## src/rtl/bitmix_pkg.sv

```systemverilog
package bitmix_pkg;
  localparam int DATA_W = 64;
  localparam int OP_W   = 4;

  typedef enum logic [OP_W-1:0] {
    OP_CLZ     = 4'd0,
    OP_EXTRACT = 4'd1,
    OP_BREV32  = 4'd2,
    OP_BREV64  = 4'd3,
    OP_ALN32   = 4'd4,
    OP_ALN64   = 4'd5,
    OP_SXB     = 4'd6,
    OP_SXH     = 4'd7,
    OP_HSWAP   = 4'd8,
    OP_DHSWAP  = 4'd9,
    OP_DWSWAP  = 4'd10
  } op_e;
endpackage

```

## src/rtl/bitmix_bitrev.sv

```systemverilog
module bitmix_bitrev #(
  parameter int W = 64
) (
  input  logic [W-1:0] din,
  output logic [W-1:0] dout
);
  localparam int NB = W / 8;

  for (genvar b = 0; b < NB; b++) begin : g_byte
    for (genvar i = 0; i < 8; i++) begin : g_bit
      assign dout[8*b+i] = din[8*b+7-i];
    end
  end

  // reversal within bytes keeps the number of set bits
  always_comb begin
    a_r6_popcount_kept: assert ($countones(dout) == $countones(din));
  end
endmodule

```

## src/rtl/bitmix_align.sv

```systemverilog
module bitmix_align #(
  parameter int W = 64
) (
  input  logic [W-1:0]                rs,
  input  logic [W-1:0]                rt,
  input  logic [$clog2(W/8)-1:0]      bp,
  output logic [W-1:0]                dout
);
  localparam int BPW = $clog2(W/8);

  logic [$clog2(W):0] lsh;
  logic [$clog2(W):0] rsh;

  always_comb begin
    lsh  = {{($clog2(W)+1-BPW-3){1'b0}}, bp, 3'b000};
    rsh  = ($clog2(W)+1)'(W) - lsh;
    if (bp == '0) dout = rt;
    else          dout = (rt << lsh) | (rs >> rsh);
  end
endmodule

```

## src/rtl/bitmix_clz.sv

```systemverilog
module bitmix_clz #(
  parameter int W = 32
) (
  input  logic [W-1:0]           word,
  output logic [$clog2(W):0]     cnt
);
  localparam int CW = $clog2(W) + 1;

  always_comb begin
    cnt = CW'(W);
    for (int i = 0; i < W; i++) begin
      if (word[i]) cnt = CW'(W - 1 - i);
    end
  end

  // a nonzero word has its top set bit right below the counted zeros
  always_comb begin
    if (word != '0 && cnt < CW'(W)) begin
      a_r3_lead_bit_set: assert (word[W - 1 - int'(cnt)]);
    end
  end
endmodule

```

## src/rtl/bitmix_unit.sv

```systemverilog
module bitmix_unit
  import bitmix_pkg::*;
#(
  parameter int DW = DATA_W,
  parameter int OW = OP_W
) (
  input  logic                    clk,
  input  logic                    rst,
  input  logic                    start,
  input  logic [OW-1:0]           op,
  input  logic [DW-1:0]           rs,
  input  logic [DW-1:0]           rt,
  input  logic [$clog2(DW/8)-1:0] bpos,
  input  logic [$clog2(DW/2)-1:0] fmsb,
  input  logic [$clog2(DW/2)-1:0] flsb,
  output logic                    res_valid,
  output logic [DW-1:0]           res_data,
  output logic                    illegal
);
  localparam int HW  = DW / 2;
  localparam int FW  = $clog2(HW);
  localparam int CW  = FW + 1;
  localparam int BPH = $clog2(HW/8);

  logic [HW-1:0] brev_w;
  logic [DW-1:0] brev_d;
  logic [HW-1:0] aln_w;
  logic [DW-1:0] aln_d;
  logic [CW-1:0] lz_cnt;

  bitmix_bitrev #(.W(HW)) u_brev_w (.din(rt[HW-1:0]), .dout(brev_w));
  bitmix_bitrev #(.W(DW)) u_brev_d (.din(rt), .dout(brev_d));

  bitmix_align #(.W(HW)) u_aln_w (
    .rs(rs[HW-1:0]), .rt(rt[HW-1:0]), .bp(bpos[BPH-1:0]), .dout(aln_w));
  bitmix_align #(.W(DW)) u_aln_d (
    .rs(rs), .rt(rt), .bp(bpos), .dout(aln_d));

  bitmix_clz #(.W(HW)) u_clz (.word(rs[HW-1:0]), .cnt(lz_cnt));

  // bit-field extract
  logic [FW:0]   fsize;
  logic [DW-1:0] fmask;
  logic [DW-1:0] ext_val;

  always_comb begin
    fsize   = {1'b0, fmsb} + {{FW{1'b0}}, 1'b1};
    fmask   = (DW'(1) << fsize) - DW'(1);
    ext_val = (rs >> flsb) & fmask;
  end

  logic [DW-1:0] res_c;
  logic          ill_c;

  always_comb begin
    res_c = '0;
    ill_c = 1'b0;
    case (op)
      OP_CLZ:     res_c = {{(DW-CW){1'b0}}, lz_cnt};
      OP_EXTRACT: res_c = ext_val;
      OP_BREV32:  res_c = {{HW{brev_w[HW-1]}}, brev_w};
      OP_BREV64:  res_c = brev_d;
      OP_ALN32:   res_c = {{HW{aln_w[HW-1]}}, aln_w};
      OP_ALN64:   res_c = aln_d;
      default:    ill_c = 1'b1;
    endcase
  end

  always_ff @(posedge clk) begin
    if (rst) begin
      res_valid <= 1'b0;
      illegal   <= 1'b0;
    end else begin
      res_valid <= start;
      illegal   <= start & ill_c;
      if (start) res_data <= res_c;
    end
  end

  // reset leaves both flags low
  a_r1_reset_clears: assert property (@(posedge clk)
    rst |=> (!res_valid && !illegal));

  // one result per issue, one cycle later
  a_r2_valid_after_start: assert property (@(posedge clk) disable iff (rst)
    start |=> res_valid);
  a_r2_idle_no_valid: assert property (@(posedge clk) disable iff (rst)
    !start |=> !res_valid);

  // rejected operations are flagged with a zero result
  a_r10_illegal_zero: assert property (@(posedge clk) disable iff (rst)
    illegal |-> (res_valid && res_data == '0));
endmodule

```

## config.mk

```make
export PLATFORM = sky130hd
export DESIGN_NAME = bitmix_unit
export DESIGN_NICKNAME = d
export VERILOG_FILES = /design/src/rtl/bitmix_pkg.sv /design/src/rtl/bitmix_bitrev.sv /design/src/rtl/bitmix_align.sv /design/src/rtl/bitmix_clz.sv /design/src/rtl/bitmix_unit.sv
export SDC_FILE = /design/constraint.sdc
export NUM_CORES = 1
export LEC_CHECK = 0
export BUFFER_PORTS_ARGS = -buffer_cell sky130_fd_sc_hd__buf_2
export CORE_UTILIZATION = 45
export DETAILED_ROUTE_END_ITERATION = 8
export PLACE_DENSITY = 0.68
export SETUP_SLACK_MARGIN = 0.05
export SLEW_MARGIN = 30
export SYNTH_ARGS = -nofsm -noshare
export SYNTH_HDL_FRONTEND = slang
export SYNTH_SLANG_ARGS = --single-unit
```

## constraint.sdc

```tcl
create_clock -name clk -period 4.11 [get_ports clk]
set_clock_uncertainty 0.2 [all_clocks]
set_input_delay 0.822 -clock clk [delete_from_list [all_inputs] [get_ports clk]]
set_output_delay 0.822 -clock clk [all_outputs]
set_load 0.005 [all_outputs]
```

== Word level (Yosys, flattened, before mapping) ==
Index checks and enable logic that the tools add are counted.
Word-level totals
  flip-flop bits (word level): 66
  latch bits: 0
  memory bits (writable): 0
  bits in read-only memories: 0
  input port bits: 148
  output and inout bits: 66
  logic and storage cells: 64
  memories: 0
Cells by class
  add/sub/neg operators: 4
  multipliers: 0
  div/mod/pow operators: 0
  $lt $le $gt $ge: 0
  eq/ne operators: 5
  shift operators: 6
  mux-type cells: 36
  bitwise logic cells: 5
  reductions and logical operators: 5
Operators with widths (number)
  case mux 64 bit (6 select lines): 1
  2-to-1 mux 6 bit: 32
  AND 64 bit: 1
  2-to-1 mux 64 bit: 1
  OR 64 bit: 1
  << shifter 1 x 6 -> 64 bit (first input constant): 1
  << shifter 64 x 6 -> 64 bit: 1
  right shift 64 x 5 -> 64 bit: 1
  right shift 64 x 7 -> 64 bit: 1
  subtractor 64 x 2 -> 64 bit (second input constant): 1
  2-to-1 mux 32 bit: 1
  OR 32 bit: 1
  << shifter 32 x 5 -> 32 bit: 1
  right shift 32 x 6 -> 32 bit: 1
  == test 4 x 2 -> 1 bit (second input constant): 2
  == test 4 x 3 -> 1 bit (second input constant): 2
  subtractor 7 x 6 -> 7 bit (first input constant): 1
  adder 5 x 1 -> 6 bit (second input constant): 1
  OR reduction 6 bit: 1
  subtractor 6 x 5 -> 6 bit (first input constant): 1
  == test 4 x 1 -> 1 bit (second input constant): 1
  zero test 4 bit: 1
  zero test 3 bit: 1
  zero test 2 bit: 1
  other kinds (4): 4

== Depth between registers and ports, before layout ==
  depth after elaboration: 33
  mapped depth: 16
  mapped depth without buffers: 11

== Hierarchy ==
Synthesis repeated with hierarchy kept, for this count alone.
Second synthesis, totals
  cells, all modules: 1595
  area total of the unflattened synthesis: 13988.4 sq um
By module, submodules not included
  bitmix_unit: times used 1, cells an instance 659, area an instance 7118.1 sq um, seq. area each 1961.9 sq um
  bitmix_align (u_aln_d): times used 1, cells an instance 583, area an instance 4240.3 sq um, seq. area each 0.0 sq um
  bitmix_align (u_aln_w): times used 1, cells an instance 192, area an instance 1541.5 sq um, seq. area each 0.0 sq um
  bitmix_bitrev (u_brev_d): times used 1, cells an instance 64, area an instance 480.5 sq um, seq. area each 0.0 sq um
  bitmix_clz: times used 1, cells an instance 65, area an instance 367.9 sq um, seq. area each 0.0 sq um
  bitmix_bitrev (u_brev_w): times used 1, cells an instance 32, area an instance 240.2 sq um, seq. area each 0.0 sq um

== Worst setup path after synthesis ==
OpenSTA, ideal clock, no wires.
  path type: input port to flip-flop
  start point: in rst
  end point: reg res_data[0], enable pin
  setup time: 0.496 ns
  arrival: 3.704 ns
  required time: 3.414 ns
  path slack: -0.290 ns
  cell stages on the path: 1
  buffers on the path: 0
  cell sequence: nor2b_1
Between the ends
  longest elaborated chain between the ends: 2
Ends and longest elaborated chain
  from (decl): RTL line bitmix_unit.sv:8  | input logic rst,
  NOT 1 bit (no line)
  AND reduction 2 bit (no line)
  to (signal assigned): RTL line bitmix_unit.sv:76  | if (start) res_data <= res_c;
  to (decl): RTL line bitmix_unit.sv:17  | output logic [DW-1:0] res_data,
Every way passes these cells.
A chain may end at the register's enable or synchronous reset.

== Final worst setup path ==
  start point: in bpos[0]
  end point: reg res_data[40], data pin
Between the ends
  longest elaborated chain between the ends: 5
  elaborated cells on any way between the ends: 13
  those cells by class: add/sub: 2; shift: 4; mux: 3; bitwise: 2; reduce/logical: 2
Ends and longest elaborated chain
  from (decl): RTL line bitmix_unit.sv:13  | input logic [$clog2(DW/8)-1:0] bpos,
  subtractor 7 x 6 -> 7 bit or subtractor 6 x 5 -> 6 bit (tied branches): RTL line bitmix_align.sv:16  | rsh = ($clog2(W)+1)'(W) - lsh;
  right shift 64 x 7 -> 64 bit or right shift 32 x 6 -> 32 bit (tied branches): RTL line bitmix_align.sv:18  | else dout = (rt << lsh) | (rs >> rsh);
  OR 64 bit or OR 32 bit (tied branches): RTL line bitmix_align.sv:18
  2-to-1 mux 64 bit or 2-to-1 mux 32 bit (tied branches): RTL line bitmix_align.sv:17  | if (bp == '0) dout = rt;
  case mux 64 bit (6 select lines) (*): RTL line bitmix_unit.sv:58  | case (op)
  named net res_c[40]: RTL line bitmix_unit.sv:52  | logic [DW-1:0] res_c;
The timed path passes the listed nets; every way through them passes the cells marked *.

==> results.cfg <==
[yosys]
synth.top_cell.area_share_pct = 15.3
synthesis.nets = 1783
ys_seq_area_share_pct = 14.3
synth_edf_count = 64
ys_async_sr_fraction_pct = 0
yosys_register_bits = 66
syn_avg_cell_area_um2 = 8.39
syn_area_mm2 = 0.0137
ys_top_cells_by_area = mux4_2 15%, edfxtp_1 14%, mux2i_1 12%
synthCells = 1630
synth_area_leader_cell = mux4_2
yosysWarnings = 0
ys_types = 104
synth_top_flop_cell = edfxtp_1

[routing]
dr.first_iter.drc_count = 3094
vias = 16239
antenna_left = 0
dr.pass1.iters = 7
drt-wirelength-per-cell_um = 34.3
drcViolationCount = 0
vias_per_cell = 7.50
wirelength_um = 74200

[status]
status = completed

[global_routing]
grt_pass1_vias = 14991
grt_pass1_wl_um = 106000
grt.overflow.total = 0
grt_max_degree = 79
grt_usage_pct = 47.5
antenna_found_initial = 3

[sta]
worstMarginPinSlew_ns = 0.969
fmax_mhz = 255
min_period_ns = 3.92
hold_violations = 0
setup_viol = 0
whs_ns = 0.473
drv_slew = 0
period_share_pct = 95.3
slew_headroom_pct = 35.4
rsz0062_at_grt = no

[setup_path]
crit_buf_inv = 3
critical-path-slowest-cell = nor3_2
required_ns = 3.96
crit_family = compound AO/OA/AOI/OAI gates
critical_path_class = primary input to flip-flop
critPathMaxFanout = 68
slowest_delay_ns = 0.72
crit_chain = buf_4 > buf_12 > nor3_2 > nor2_2 > buf_12 > a221oi_1 > o21ai_0 > a221oi_1 > o21ai_1
crit_path_end_kind = flip-flop
startpoint_type = primary input
arrival_ns = 3.77
cp.depth = 9
crit_path_start = bpos[0]

[clock_network]
ctsResizeCount = 0
postCtsSetupBuffers = 0
clockBufferDepth = 2
htreeDepth = 3
cts_tree = yes
clock-sinks = 66
clk_pin_slew_worst_paths_ns = 0.07
cts_root_buf = clkbuf_16
cts_made_buffers = 9
hold_buffers = 0

[power]
sw_frac_of_total_pct = 44.5
ir_drop_mv = 0.246
intPower_mw = 2.10
seq_power_share_pct = 21.5
combPwrFrac_pct = 54.3
p_per_area_mw_per_mm2 = 243
leakage_nw = 6.00
p_sw_mw = 1.69
power_frac_clock_pct = 24.2
power_mw = 3.79

[floorplanning]
start_util_pct = 45.9
fp.dieH_um = 176
die_width_um = 176
io_pins = 214
die-area_mm2 = 0.0311
num_rows = 63
core_mm2 = 0.0298

[finish]
mostFrequentLayoutCell = buf_2
drive_above_1_share_pct = 29.7
syn2layout_area_growth_pct = 14.1
final_cell_mix = 210 x buf_2, 194 x nand2_1, 161 x mux2i_1
fin_nets = 1923
fill_cells = 2906

[worst_hold_path]
hp-start = rst
min_path_type = primary input to flip-flop
whs_path_depth = 2

[placement]
place.gp.congestion = 1.09
placement.io_buffers = 213
hpwl_um = 56400

[run]
cap_violations = 0
==> power by group through the flow <==
stage          sequential [mW]  clock (mW)  combinational [mW]
6_report                 0.814       0.918                2.06
5_1_grt                  0.818       0.937                2.12
3_3_place_gp             0.829           0                1.95
4_1_cts                  0.814       0.912                1.96
2_1_floorplan            0.832           0                1.17
3_5_place_dp             0.829           0                1.95
==> cell type report <==
cell class / instances / area [um2] / area share, %
Tap cell: 390 / 488 / 3.13
Clock inverter: 7 / 100 / 0.642
Clock buffer: 9 / 225 / 1.44
Antenna cell: 1 / 2.50 / 0.0160
Timing Repair Buffer: 317 / 1980 / 12.7
Multi-Input combinational cell: 1345 / 10700 / 68.7
Sequential cell: 66 / 1960 / 12.6
Inverter: 31 / 116 / 0.746
==> layer usage <==
metal  track usage (%)  part of all wire (%)  vias up
met5                 0                 0.038        -
met4              29.3                   7.2        4
met3              14.0                    13      277
met2              67.8                    41     1393
met1              62.5                    38     7868
li1                  -                     -     6697
==> Yosys cell counts, types with 21 or more instances <==
cell	n
buf_4	21
nor2_1	83
mux4_2	93
buf_2	43
nor3_1	26
o21ai_0	107
o211ai_1	33
inv_1	25
clkbuf_1	106
nand2_1	194
a31oi_1	24
a21oi_1	88
a211oi_1	22
edfxtp_1	64
mux2_2	58
a221oi_1	53
and2_1	21
mux2i_1	161
nand3_1	38
==> path summary, 6_finish.rpt <==
| check | to | slack (ns) |
|---|---|---|
| worst min-delay path | res_valid | 0.47 |
| worst max-delay path | res_data[40] | 0.19 |
==> flip-flops by register name, indices dropped and copies added (netlist names) <==
register	flops
illegal	1
res_data	64
res_valid	1
==> through the flow <==
stage / cells / setup WS (ns) / utilization (%) / TNS, ns / cell area [um2]
floorplan: 1630 / 0.0933 / - / 0 / 13700
global placement: 2149 / -0.00675 / 51.2 / -0.0134 / 15300
detailed placement: 2149 / -0.00306 / 51.2 / -0.00306 / 15300
CTS: 2165 / 0.358 / 52.3 / 0 / 15600
global route: 2166 / 0.150 / 52.3 / 0 / 15600
finish: 2166 / 0.191 / 52.3 / 0 / 15600
==> cells by family after synthesis <==
family	synth area share [%]
simple gates	18.0
flops	14.3
buf+inv	7.50
mux	32.1
compound gates	26.8
xor+xnor	0.769
fa+ha+maj	0.458
Power figures use the tool's default switching activity.
